`src/rtl/omega_pkg.sv`:
```
package omega_pkg;
  // perfect shuffle: cyclic left rotate of a line index by one bit
  function automatic int shuffle_idx(int idx, int bits);
    return ((idx << 1) | (idx >> (bits - 1))) & ((1 << bits) - 1);
  endfunction
endpackage

```
`src/rtl/omega_switch.sv`:
```
module omega_switch #(
  parameter int ADDR_W = 3,
  parameter int DATA_W = 8,
  parameter int SEL    = 2
) (
  input  logic              up_v_i,
  input  logic [ADDR_W-1:0] up_dst_i,
  input  logic [ADDR_W-1:0] up_src_i,
  input  logic [DATA_W-1:0] up_data_i,
  input  logic              lo_v_i,
  input  logic [ADDR_W-1:0] lo_dst_i,
  input  logic [ADDR_W-1:0] lo_src_i,
  input  logic [DATA_W-1:0] lo_data_i,
  output logic [1:0]              o_v_o,
  output logic [1:0][ADDR_W-1:0]  o_dst_o,
  output logic [1:0][ADDR_W-1:0]  o_src_o,
  output logic [1:0][DATA_W-1:0]  o_data_o,
  output logic              drop_o,
  output logic [ADDR_W-1:0] drop_src_o
);
  logic up_bit, lo_bit;
  assign up_bit = up_dst_i[SEL];
  assign lo_bit = lo_dst_i[SEL];

  always_comb begin
    o_v_o      = '0;
    o_dst_o    = '0;
    o_src_o    = '0;
    o_data_o   = '0;
    drop_o     = 1'b0;
    drop_src_o = '0;
    if (up_v_i) begin
      o_v_o[up_bit]    = 1'b1;
      o_dst_o[up_bit]  = up_dst_i;
      o_src_o[up_bit]  = up_src_i;
      o_data_o[up_bit] = up_data_i;
    end
    if (lo_v_i) begin
      // upper input has fixed priority
      if (up_v_i && (up_bit == lo_bit)) begin
        drop_o     = 1'b1;
        drop_src_o = lo_src_i;
      end else begin
        o_v_o[lo_bit]    = 1'b1;
        o_dst_o[lo_bit]  = lo_dst_i;
        o_src_o[lo_bit]  = lo_src_i;
        o_data_o[lo_bit] = lo_data_i;
      end
    end
  end
endmodule

```
`src/rtl/omega_stage.sv`:
```
module omega_stage #(
  parameter int N_PORTS = 8,
  parameter int ADDR_W  = 3,
  parameter int DATA_W  = 8,
  parameter int STAGE   = 0
) (
  input  logic [N_PORTS-1:0]             v_i,
  input  logic [N_PORTS-1:0][ADDR_W-1:0] dst_i,
  input  logic [N_PORTS-1:0][ADDR_W-1:0] src_i,
  input  logic [N_PORTS-1:0][DATA_W-1:0] data_i,
  output logic [N_PORTS-1:0]             v_o,
  output logic [N_PORTS-1:0][ADDR_W-1:0] dst_o,
  output logic [N_PORTS-1:0][ADDR_W-1:0] src_o,
  output logic [N_PORTS-1:0][DATA_W-1:0] data_o,
  output logic [N_PORTS-1:0]             blk_o
);
  import omega_pkg::*;
  localparam int N_SW = N_PORTS / 2;
  localparam int SEL  = ADDR_W - 1 - STAGE;

  logic [N_PORTS-1:0]             sh_v;
  logic [N_PORTS-1:0][ADDR_W-1:0] sh_dst, sh_src;
  logic [N_PORTS-1:0][DATA_W-1:0] sh_data;
  logic [N_SW-1:0]                drop;
  logic [N_SW-1:0][ADDR_W-1:0]    drop_src;

  for (genvar j = 0; j < N_PORTS; j++) begin : g_shuf
    localparam int TO = shuffle_idx(j, ADDR_W);
    assign sh_v[TO]    = v_i[j];
    assign sh_dst[TO]  = dst_i[j];
    assign sh_src[TO]  = src_i[j];
    assign sh_data[TO] = data_i[j];
  end

  for (genvar k = 0; k < N_SW; k++) begin : g_sw
    omega_switch #(.ADDR_W(ADDR_W), .DATA_W(DATA_W), .SEL(SEL)) i_sw (
      .up_v_i    (sh_v[2*k]),
      .up_dst_i  (sh_dst[2*k]),
      .up_src_i  (sh_src[2*k]),
      .up_data_i (sh_data[2*k]),
      .lo_v_i    (sh_v[2*k+1]),
      .lo_dst_i  (sh_dst[2*k+1]),
      .lo_src_i  (sh_src[2*k+1]),
      .lo_data_i (sh_data[2*k+1]),
      .o_v_o     (v_o[2*k+1:2*k]),
      .o_dst_o   (dst_o[2*k+1:2*k]),
      .o_src_o   (src_o[2*k+1:2*k]),
      .o_data_o  (data_o[2*k+1:2*k]),
      .drop_o    (drop[k]),
      .drop_src_o(drop_src[k])
    );
  end

  always_comb begin
    blk_o = '0;
    for (int k = 0; k < N_SW; k++)
      if (drop[k]) blk_o[drop_src[k]] = 1'b1;
  end
endmodule

```
`src/rtl/omega_router.sv`:
```
module omega_router #(
  parameter int N_PORTS = 8,
  parameter int DATA_W  = 8,
  localparam int ADDR_W = $clog2(N_PORTS)
) (
  input  logic                           clk_i,
  input  logic                           rst_ni,
  input  logic [N_PORTS-1:0]             in_valid_i,
  input  logic [N_PORTS-1:0][ADDR_W-1:0] in_dst_i,
  input  logic [N_PORTS-1:0][DATA_W-1:0] in_data_i,
  output logic [N_PORTS-1:0]             out_valid_o,
  output logic [N_PORTS-1:0][ADDR_W-1:0] out_src_o,
  output logic [N_PORTS-1:0][DATA_W-1:0] out_data_o,
  output logic [N_PORTS-1:0]             blocked_o
);
  localparam int STAGES = ADDR_W;

  logic [STAGES:0][N_PORTS-1:0]             v;
  logic [STAGES:0][N_PORTS-1:0][ADDR_W-1:0] dst, src;
  logic [STAGES:0][N_PORTS-1:0][DATA_W-1:0] data;
  logic [STAGES-1:0][N_PORTS-1:0]           blk;
  logic [N_PORTS-1:0]                       blk_any;

  assign v[0]    = in_valid_i;
  assign dst[0]  = in_dst_i;
  assign data[0] = in_data_i;
  for (genvar i = 0; i < N_PORTS; i++) begin : g_src
    assign src[0][i] = ADDR_W'(i);
  end

  for (genvar s = 0; s < STAGES; s++) begin : g_stage
    omega_stage #(.N_PORTS(N_PORTS), .ADDR_W(ADDR_W), .DATA_W(DATA_W), .STAGE(s)) i_stage (
      .v_i   (v[s]),
      .dst_i (dst[s]),
      .src_i (src[s]),
      .data_i(data[s]),
      .v_o   (v[s+1]),
      .dst_o (dst[s+1]),
      .src_o (src[s+1]),
      .data_o(data[s+1]),
      .blk_o (blk[s])
    );
  end

  always_comb begin
    blk_any = '0;
    for (int s = 0; s < STAGES; s++) blk_any |= blk[s];
  end

  always_ff @(posedge clk_i or negedge rst_ni) begin
    if (!rst_ni) begin
      out_valid_o <= '0;
      out_src_o   <= '0;
      out_data_o  <= '0;
      blocked_o   <= '0;
    end else begin
      out_valid_o <= v[STAGES];
      out_src_o   <= src[STAGES];
      out_data_o  <= data[STAGES];
      blocked_o   <= blk_any;
    end
  end

  // ---- assertions ----
  function automatic logic all_self(logic [N_PORTS-1:0] vv, logic [N_PORTS-1:0][ADDR_W-1:0] dd);
    logic r = &vv;
    for (int i = 0; i < N_PORTS; i++) if (dd[i] != ADDR_W'(i)) r = 1'b0;
    return r;
  endfunction

  function automatic logic all_same(logic [N_PORTS-1:0] vv, logic [N_PORTS-1:0][ADDR_W-1:0] dd);
    logic r = &vv;
    for (int i = 1; i < N_PORTS; i++) if (dd[i] != dd[0]) r = 1'b0;
    return r;
  endfunction

  a_r7_conservation: assert property (@(posedge clk_i) disable iff (!rst_ni)
    ($countones(out_valid_o) + $countones(blocked_o)) == $countones($past(in_valid_i)));

  a_r3_identity_clear: assert property (@(posedge clk_i) disable iff (!rst_ni)
    $past(all_self(in_valid_i, in_dst_i)) |-> (blocked_o == '0) && (&out_valid_o));

  a_r4_single_winner: assert property (@(posedge clk_i) disable iff (!rst_ni)
    $past(all_same(in_valid_i, in_dst_i)) |-> ($countones(out_valid_o) == 1)
      && out_valid_o[$past(in_dst_i[0])]);

  for (genvar s = 0; s < N_PORTS; s++) begin : g_chk_src
    a_r8_blocked_valid_only: assert property (@(posedge clk_i) disable iff (!rst_ni)
      blocked_o[s] |-> $past(in_valid_i[s]));
    for (genvar d = 0; d < N_PORTS; d++) begin : g_chk_dst
      a_r2_delivery_match: assert property (@(posedge clk_i) disable iff (!rst_ni)
        (out_valid_o[d] && out_src_o[d] == ADDR_W'(s)) |->
          ($past(in_valid_i[s]) && $past(in_dst_i[s]) == ADDR_W'(d)
           && out_data_o[d] == $past(in_data_i[s]) && !blocked_o[s]));
    end
  end
endmodule

```
`config.mk`:
```
export PLATFORM = sky130hd
export DESIGN_NAME = omega_router
export DESIGN_NICKNAME = d
export VERILOG_FILES = /design/src/rtl/omega_pkg.sv /design/src/rtl/omega_switch.sv /design/src/rtl/omega_stage.sv /design/src/rtl/omega_router.sv
export SDC_FILE = /design/constraint.sdc
export NUM_CORES = 1
export LEC_CHECK = 0
export ABC_AREA = 1
export CORE_MARGIN = 2
export CORE_UTILIZATION = 40
export CTS_BUF_LIST = sky130_fd_sc_hd__clkbuf_8
export CTS_CLUSTER_SIZE = 10
export DETAILED_ROUTE_END_ITERATION = 7
export GPL_ROUTABILITY_DRIVEN = 0
export GPL_TIMING_DRIVEN = 0
export SLEW_MARGIN = 20
export SYNTH_ARGS = -nofsm -noshare
export SYNTH_HDL_FRONTEND = slang
export SYNTH_HIERARCHICAL = 1
export SYNTH_SLANG_ARGS = --single-unit
```
`constraint.sdc`:
```
create_clock -name clk_i -period 0.8 [get_ports clk_i]
set_input_delay 0.08 -clock clk_i [delete_from_list [all_inputs] [get_ports clk_i]]
set_output_delay 0.08 -clock clk_i [all_outputs]
set_load 0.02 [all_outputs]
```
==> results of run 1 <==
## state kept, by name, summed over array words and instances (netlist names)
signal	cells
out_data_o	64
out_src_o	24
blocked_o	8
out_valid_o	8
## worst paths after layout
kind	from	endpoint	cells past startpoint
max	in_dst_i[10]	blocked_o[2]$_DFF_PN0_	17
min	rst_ni	out_valid_o[1]$_DFF_PN0_	1
max in group asynchronous	rst_ni	out_data_o[60]$_DFF_PN0_	2
min in group clk_i	in_dst_i[23]	out_valid_o[0]$_DFF_PN0_	6
## metrics by stage
stage,worst slack (ns),setup TNS [ns]
2_1_floorplan,-1.26,-73.12
3_3_place_gp,-4.37,-653.98
3_5_place_dp,-2.50,-204.11
4_1_cts,-0.960,-116.79
5_1_grt,-1.14,-103.40
6_report,-1.01,-94.30
## critical path: stages
cell,delay [ns]
sky130_fd_sc_hd__dlygate4sd2_1,0.26
sky130_fd_sc_hd__nand2_1,0.11
sky130_fd_sc_hd__o21ai_4,0.07
sky130_fd_sc_hd__nor2_1,0.26
sky130_fd_sc_hd__nand2_4,0.11
sky130_fd_sc_hd__o21ai_4,0.21
sky130_fd_sc_hd__nand2_2,0.11
sky130_fd_sc_hd__clkinv_4,0.09
sky130_fd_sc_hd__nand2_8,0.07
sky130_fd_sc_hd__a21oi_4,0.25
sky130_fd_sc_hd__inv_2,0.08
sky130_fd_sc_hd__nand2_2,0.07
sky130_fd_sc_hd__nor2_2,0.04
sky130_fd_sc_hd__nor2_1,0.10
sky130_fd_sc_hd__nand3_1,0.08
sky130_fd_sc_hd__inv_1,0.05
sky130_fd_sc_hd__nand2_1,0.05
## cell type report
class / count / area [µm²] / area share, %
sequential: 104 / 2600 / 17.2
inverter: 258 / 1100 / 7.28
timing repair buffer: 342 / 3570 / 23.6
clock buffer: 9 / 124 / 0.819
tap: 319 / 399 / 2.64
multi-input combinational: 987 / 6530 / 43.2
clock inverter: 7 / 86.3 / 0.571
buffer: 58 / 709 / 4.69
## layout by cell type (no fill, tap or decap), types with 22 or more instances in the layout
cell                              instances
sky130_fd_sc_hd__nand2_1                356
sky130_fd_sc_hd__o21ai_2                243
sky130_fd_sc_hd__inv_1                  185
sky130_fd_sc_hd__buf_6                  157
sky130_fd_sc_hd__buf_4                  112
sky130_fd_sc_hd__dfrtp_1                104
sky130_fd_sc_hd__clkdlybuf4s50_1         70
sky130_fd_sc_hd__nand4_1                 69
sky130_fd_sc_hd__nor2_1                  48
sky130_fd_sc_hd__nand2_4                 44
sky130_fd_sc_hd__inv_2                   42
sky130_fd_sc_hd__nand2_2                 41
sky130_fd_sc_hd__conb_1                  36
sky130_fd_sc_hd__o21ai_0                 24
sky130_fd_sc_hd__buf_8                   22
sky130_fd_sc_hd__o21ai_4                 22
## routing by layer
layer | GRT usage, % | up-vias | wire [µm]
met3 | 3.10 | 59 | 1930
li1 | - | 5100 | -
met5 | 0 | - | 0
met4 | 9.75 | 0 | 1110
met1 | 37.4 | 4978 | 16000
met2 | 47.1 | 391 | 17500
## timing repair
item | 4_1_cts | 5_1_grt
cloned | 5 | 3
endpoints found under the setup margin | 208 | 208
buffers inserted | 109 | 39
endpoints found under the hold margin | 43 | 43
gates resized for setup | 443 | 522
pin swaps | 99 | 59
## where the power goes
part	internal, mW	total (mW)	switching, mW
logic	2.74	6.61	3.87
registers	5.45	5.54	0.0927
clock network	1.52	3.63	2.11
total	9.71	15.8	6.07
==> results.py, run 1 <==
metrics = {
    "synth": {
        "post_synthesis_average_cell_area_um2": 6.99,
        "syn_inst": 1378,
        "total_standard_cell_area_after_synthesis_um2": 9630,
        "yosysWarningCount": 6,
    },
    "clocking": {
        "cts_inserted_buffers": 9,
        "tritoncts": "done",
        "clkTransAtPathRegs_ns": 0.11,
        "cts.htree.levels": 3,
        "clock-sinks": 104,
        "clk_path_buf_depth": 2,
        "cts_root_buf": "sky130_fd_sc_hd__clkbuf_8",
    },
    "floorplanning": {
        "chipWidth_um": 159,
        "die_height_um": 159,
        "die_area_um2": 25300,
        "io_pins": 202,
        "starting_density_of_the_core_pct": 40.9,
        "floorplan.core_area_um2": 23500,
        "floorplan.rows": 56,
    },
    "critical_path": {
        "worstPathMaxFanout": 4,
        "endpoint_kind": "register",
        "type_of_the_worst_setup_path": "in -> reg",
        "worst-endpoint-required_ns": 1.08,
        "crit_path_start_kind": "input port",
        "worst-endpoint-arrival_ns": 2.10,
    },
    "sta": {
        "fin_ws_ns": -1.01,
        "whs_ns": -0.419,
        "achievable-frequency_mhz": 551,
        "rsz0062_at_grt": "true",
        "minimum_period_implied_by_the_final_worst_setup_slack_ns": 1.81,
        "worst_slew_pin_slew_ns": 0.640,
        "timing.slew.headroom_pct": 57.3,
        "layout_worst_path_cycle_share_pct": 227,
        "setup_violations": 208,
        "hold_viol_final": 104,
        "final_max_slew_viol_count": 0,
    },
    "finish": {
        "flow.area_growth_from_synthesis_pct": 57.1,
        "final_standard_cell_count_with_taps_included_and_fillers_excluded": 2084,
        "final_layout_size_suffix_gt1_share_pct": 46.9,
        "final.fill_count": 2106,
        "final_util_pct": 64.3,
        "final_area_um2": 15100,
        "antennaDiodeCount": 0,
        "num-nets-final": 1858,
    },
    "routing": {
        "avgRoutedWirePerCell_um": 17.5,
        "viasPerCell": 5.05,
        "routed_wl_um": 36600,
        "route.detailed.drc": 0,
        "vias": 10528,
        "ant_nets": 0,
        "dr.first_iter.drc_count": 659,
        "drtPass1Iterations": 5,
    },
    "power": {
        "peakVddDrop_mv": 0.749,
        "powerDensity_nw_per_um2": 1040,
        "power.total_mw": 15.8,
        "leakagePower_nw": 6.99,
    },
    "placed_design": {
        "port_buffers": 201,
        "postPlaceCellArea_um2": 12500,
        "dpl.cell_count": 1933,
        "dpl.hpwl_um": 27600,
    },
    "job": {
        "max-cap-violations": 0,
    },
    "outcome": {
        "failing_checks": "negative hold slack, negative setup slack",
        "outcome": "finished, violations left",
    },
    "global_routing": {
        "gr-total-overflow": 0,
        "number_of_antenna_violations_at_the_first_check_in_global_routing": 0,
        "grt_max_degree": 62,
        "groute.usage.overall_pct": 28.0,
        "grt_first_pass_wirelength_um": 55100,
        "grt_pass1_vias": 10062,
    },
    "worst_hold_path": {
        "timing.hold.worst.class": "in -> async",
    },
}
(Power assumes the default switching activity.)
==> inputs of run 2 (changes only) <==
==> constraint.sdc (replaced) <==
create_clock -name clk_i -period 2.28 [get_ports clk_i]
set_input_delay 0.228 -clock clk_i [delete_from_list [all_inputs] [get_ports clk_i]]
set_output_delay 0.228 -clock clk_i [all_outputs]
set_load 0.02 [all_outputs]
==> run 2 against run 1 <==
  * The flow now finishes without violations
  * Cell area down 11%
  * Worst hold slack better by 0.69 ns
  * First-iteration DRC count is 7.9% higher
  * Critical path depth stayed put
  * Global-route usage is 1.7 points lower
  * Sequential cell count is the same
==> results.py, run 2 (synthesis gave the netlist of run 1 again) <==
metrics = {
    "outcome": {
        "outcome": "finished, final reports clean",
    },
    "clocking": {
        "cts_inserted_buffers": 9,
        "tritoncts": "done",
        "clock-sinks": 104,
        "clk_path_buf_depth": 2,
        "cts_root_buf": "sky130_fd_sc_hd__clkbuf_8",
        "clkTransAtPathRegs_ns": 0.12,
        "cts.htree.levels": 3,
    },
    "sta": {
        "final_max_slew_viol_count": 0,
        "setup_tns_ns": 0,
        "layout_worst_path_cycle_share_pct": 97.0,
        "hold_viol_final": 0,
        "setup_violations": 0,
        "timing.slew.headroom_pct": 59.7,
        "achievable-frequency_mhz": 452,
        "minimum_period_implied_by_the_final_worst_setup_slack_ns": 2.21,
        "worst_slew_pin_slew_ns": 0.599,
    },
    "global_routing": {
        "gr-total-overflow": 0,
        "groute.usage.overall_pct": 26.3,
        "number_of_antenna_violations_at_the_first_check_in_global_routing": 3,
        "grt_first_pass_wirelength_um": 52200,
        "grt_pass1_vias": 9601,
        "grt_max_degree": 73,
    },
    "finish": {
        "final_common_cell": "sky130_fd_sc_hd__nand2_1",
        "mostFrequentLayoutCells": "sky130_fd_sc_hd__nand2_1 (370), sky130_fd_sc_hd__o21ai_2 (231), sky130_fd_sc_hd__inv_1 (198), sky130_fd_sc_hd__clkdlybuf4s50_1 (179), sky130_fd_sc_hd__dfrtp_1 (104)",
        "max_flop_register": "out_data_o",
        "final_layout_size_suffix_gt1_share_pct": 35.1,
        "area.sequential_um2": 2600,
        "largest_register_ff_count": 64,
        "final.fill_count": 2261,
        "area_taken_by_multi_input_logic_gates_um2": 6040,
        "num-nets-final": 1791,
        "biggest_registers_after_layout": "out_data_o: 64 flops, out_src_o: 24 flops",
        "flow.area_growth_from_synthesis_pct": 40.2,
        "final_area_um2": 13500,
    },
    "critical_path": {
        "cpLargestDelayFamily": "buffers and inverters",
        "type_of_the_worst_setup_path": "in -> reg",
        "cp_slowest_stage_delay_ns": 0.54,
        "critical-path-slowest-cell": "sky130_fd_sc_hd__clkdlybuf4s50_1",
        "worst-endpoint-required_ns": 2.61,
        "endpoint_kind": "register",
        "crit_path_start_kind": "input port",
        "worst-path-buf-inv": 6,
        "crit_chain": "clkdlybuf4s50_1, nand2_2, o21ai_4, nand2_4, nand2_4, buf_12, o21ai_4, buf_4, nor2_4, nand2_4, a21oi_4, buf_4, buf_4, nand4_1, nand3_1, inv_1, nand2_1",
        "worstPathMaxFanout": 5,
        "worst-endpoint-arrival_ns": 2.54,
    },
    "floorplanning": {
        "die_height_um": 159,
        "chipWidth_um": 159,
        "floorplan.core_area_um2": 23500,
        "starting_density_of_the_core_pct": 40.9,
        "die_area_um2": 25300,
        "io_pins": 202,
        "floorplan.rows": 56,
    },
    "routing": {
        "route.detailed.drc": 0,
        "dr.first_iter.drc_count": 711,
        "ant_nets": 0,
        "viasPerCell": 4.91,
        "avgRoutedWirePerCell_um": 16.8,
        "vias": 9913,
        "drtPass1Iterations": 7,
        "routed_wl_um": 33900,
    },
    "job": {
        "max-cap-violations": 0,
    },
    "power": {
        "comb_power_share_pct": 37.8,
        "leakagePower_nw": 6.16,
        "peakVddDrop_mv": 0.240,
        "powerDensity_nw_per_um2": 383,
        "share_clk_of_total_power_pct": 24.8,
        "switching_power_mw": 1.98,
        "cell_internal_pwr_mw": 3.19,
        "sequentialPowerShare_pct": 37.4,
        "power.total_mw": 5.17,
        "power_switching_share_pct": 38.3,
    },
    "worst_hold_path": {
        "timing.hold.worst.class": "in -> async",
    },
    "placed_design": {
        "port_buffers": 201,
        "postPlaceCellArea_um2": 12300,
        "dpl.hpwl_um": 27500,
    },
}
## run 2: layout make-up
cell class                      instances  area share, %
Multi-Input combinational cell        987           44.7
Sequential cell                       104           19.3
Timing Repair Buffer                  270           18.6
Inverter                              258           7.59
Buffer                                 63           5.30
Tap cell                              319           2.96
Clock buffer                            9          0.917
Clock inverter                          7          0.639
Antenna cell                            2         0.0371
## run 2: repair_timing
action / 4_1_cts / 5_1_grt
setup endpoints to repair: 25 / 8
hold buffers: 1 / 0
hold endpoints to repair: 32 / 0
pin swaps: 40 / 44
resized for setup: 133 / 85
gates cloned: 0 / 0
setup buffers: 45 / 22
## run 2: worst paths after layout
| path | start | endpoint | slack, ns | cells after the start |
|---|---|---|---|---|
| hold / removal | rst_ni | out_data_o[34]$_DFF_PN0_ | 0.27 | 2 |
| min in group clk_i | in_dst_i[23] | out_valid_o[0]$_DFF_PN0_ | 0.46 | 6 |
| setup / recovery | in_dst_i[4] | blocked_o[2]$_DFF_PN0_ | 0.07 | 17 |
| max in group asynchronous | rst_ni | blocked_o[2]$_DFF_PN0_ | 1.32 | 3 |
## run 2: stage by stage
| stage | setup WS, ns | cells | hold WS, ns | util [%] |
|---|---|---|---|---|
| after CTS | 0.00634 | 1995 | 0.266 | 56.2 |
| after detailed placement | -1.30 | 1933 | 0.134 | 52.1 |
| after global placement | -2.97 | 1932 | 1.09 | 52.0 |
| after floorplan | 0.00130 | 1412 | -0.0676 | - |
| after global routing | -0.0303 | 2017 | 0.292 | 57.3 |
| final | 0.0693 | 2019 | 0.273 | 57.4 |
## run 2: power by group through the flow
stage	clock [mW]	combinational, mW	sequential (mW)
finish	1.28	1.95	1.93
global route	1.40	2.11	1.94
CTS	1.33	1.87	1.93
detailed placement	0	1.73	1.97
global placement	0	1.72	1.97
floorplan	0	0.989	2.06
## run 2: per-layer routing
layer  GRT usage [%]  vias to the layer above  routed length, µm
met2            43.5                      359              15700
met4            9.26                        2               1150
met1            34.7                     4545              14600
li1                -                     4961                  -
met3            4.69                       46               2360
met5               0                        -                 11
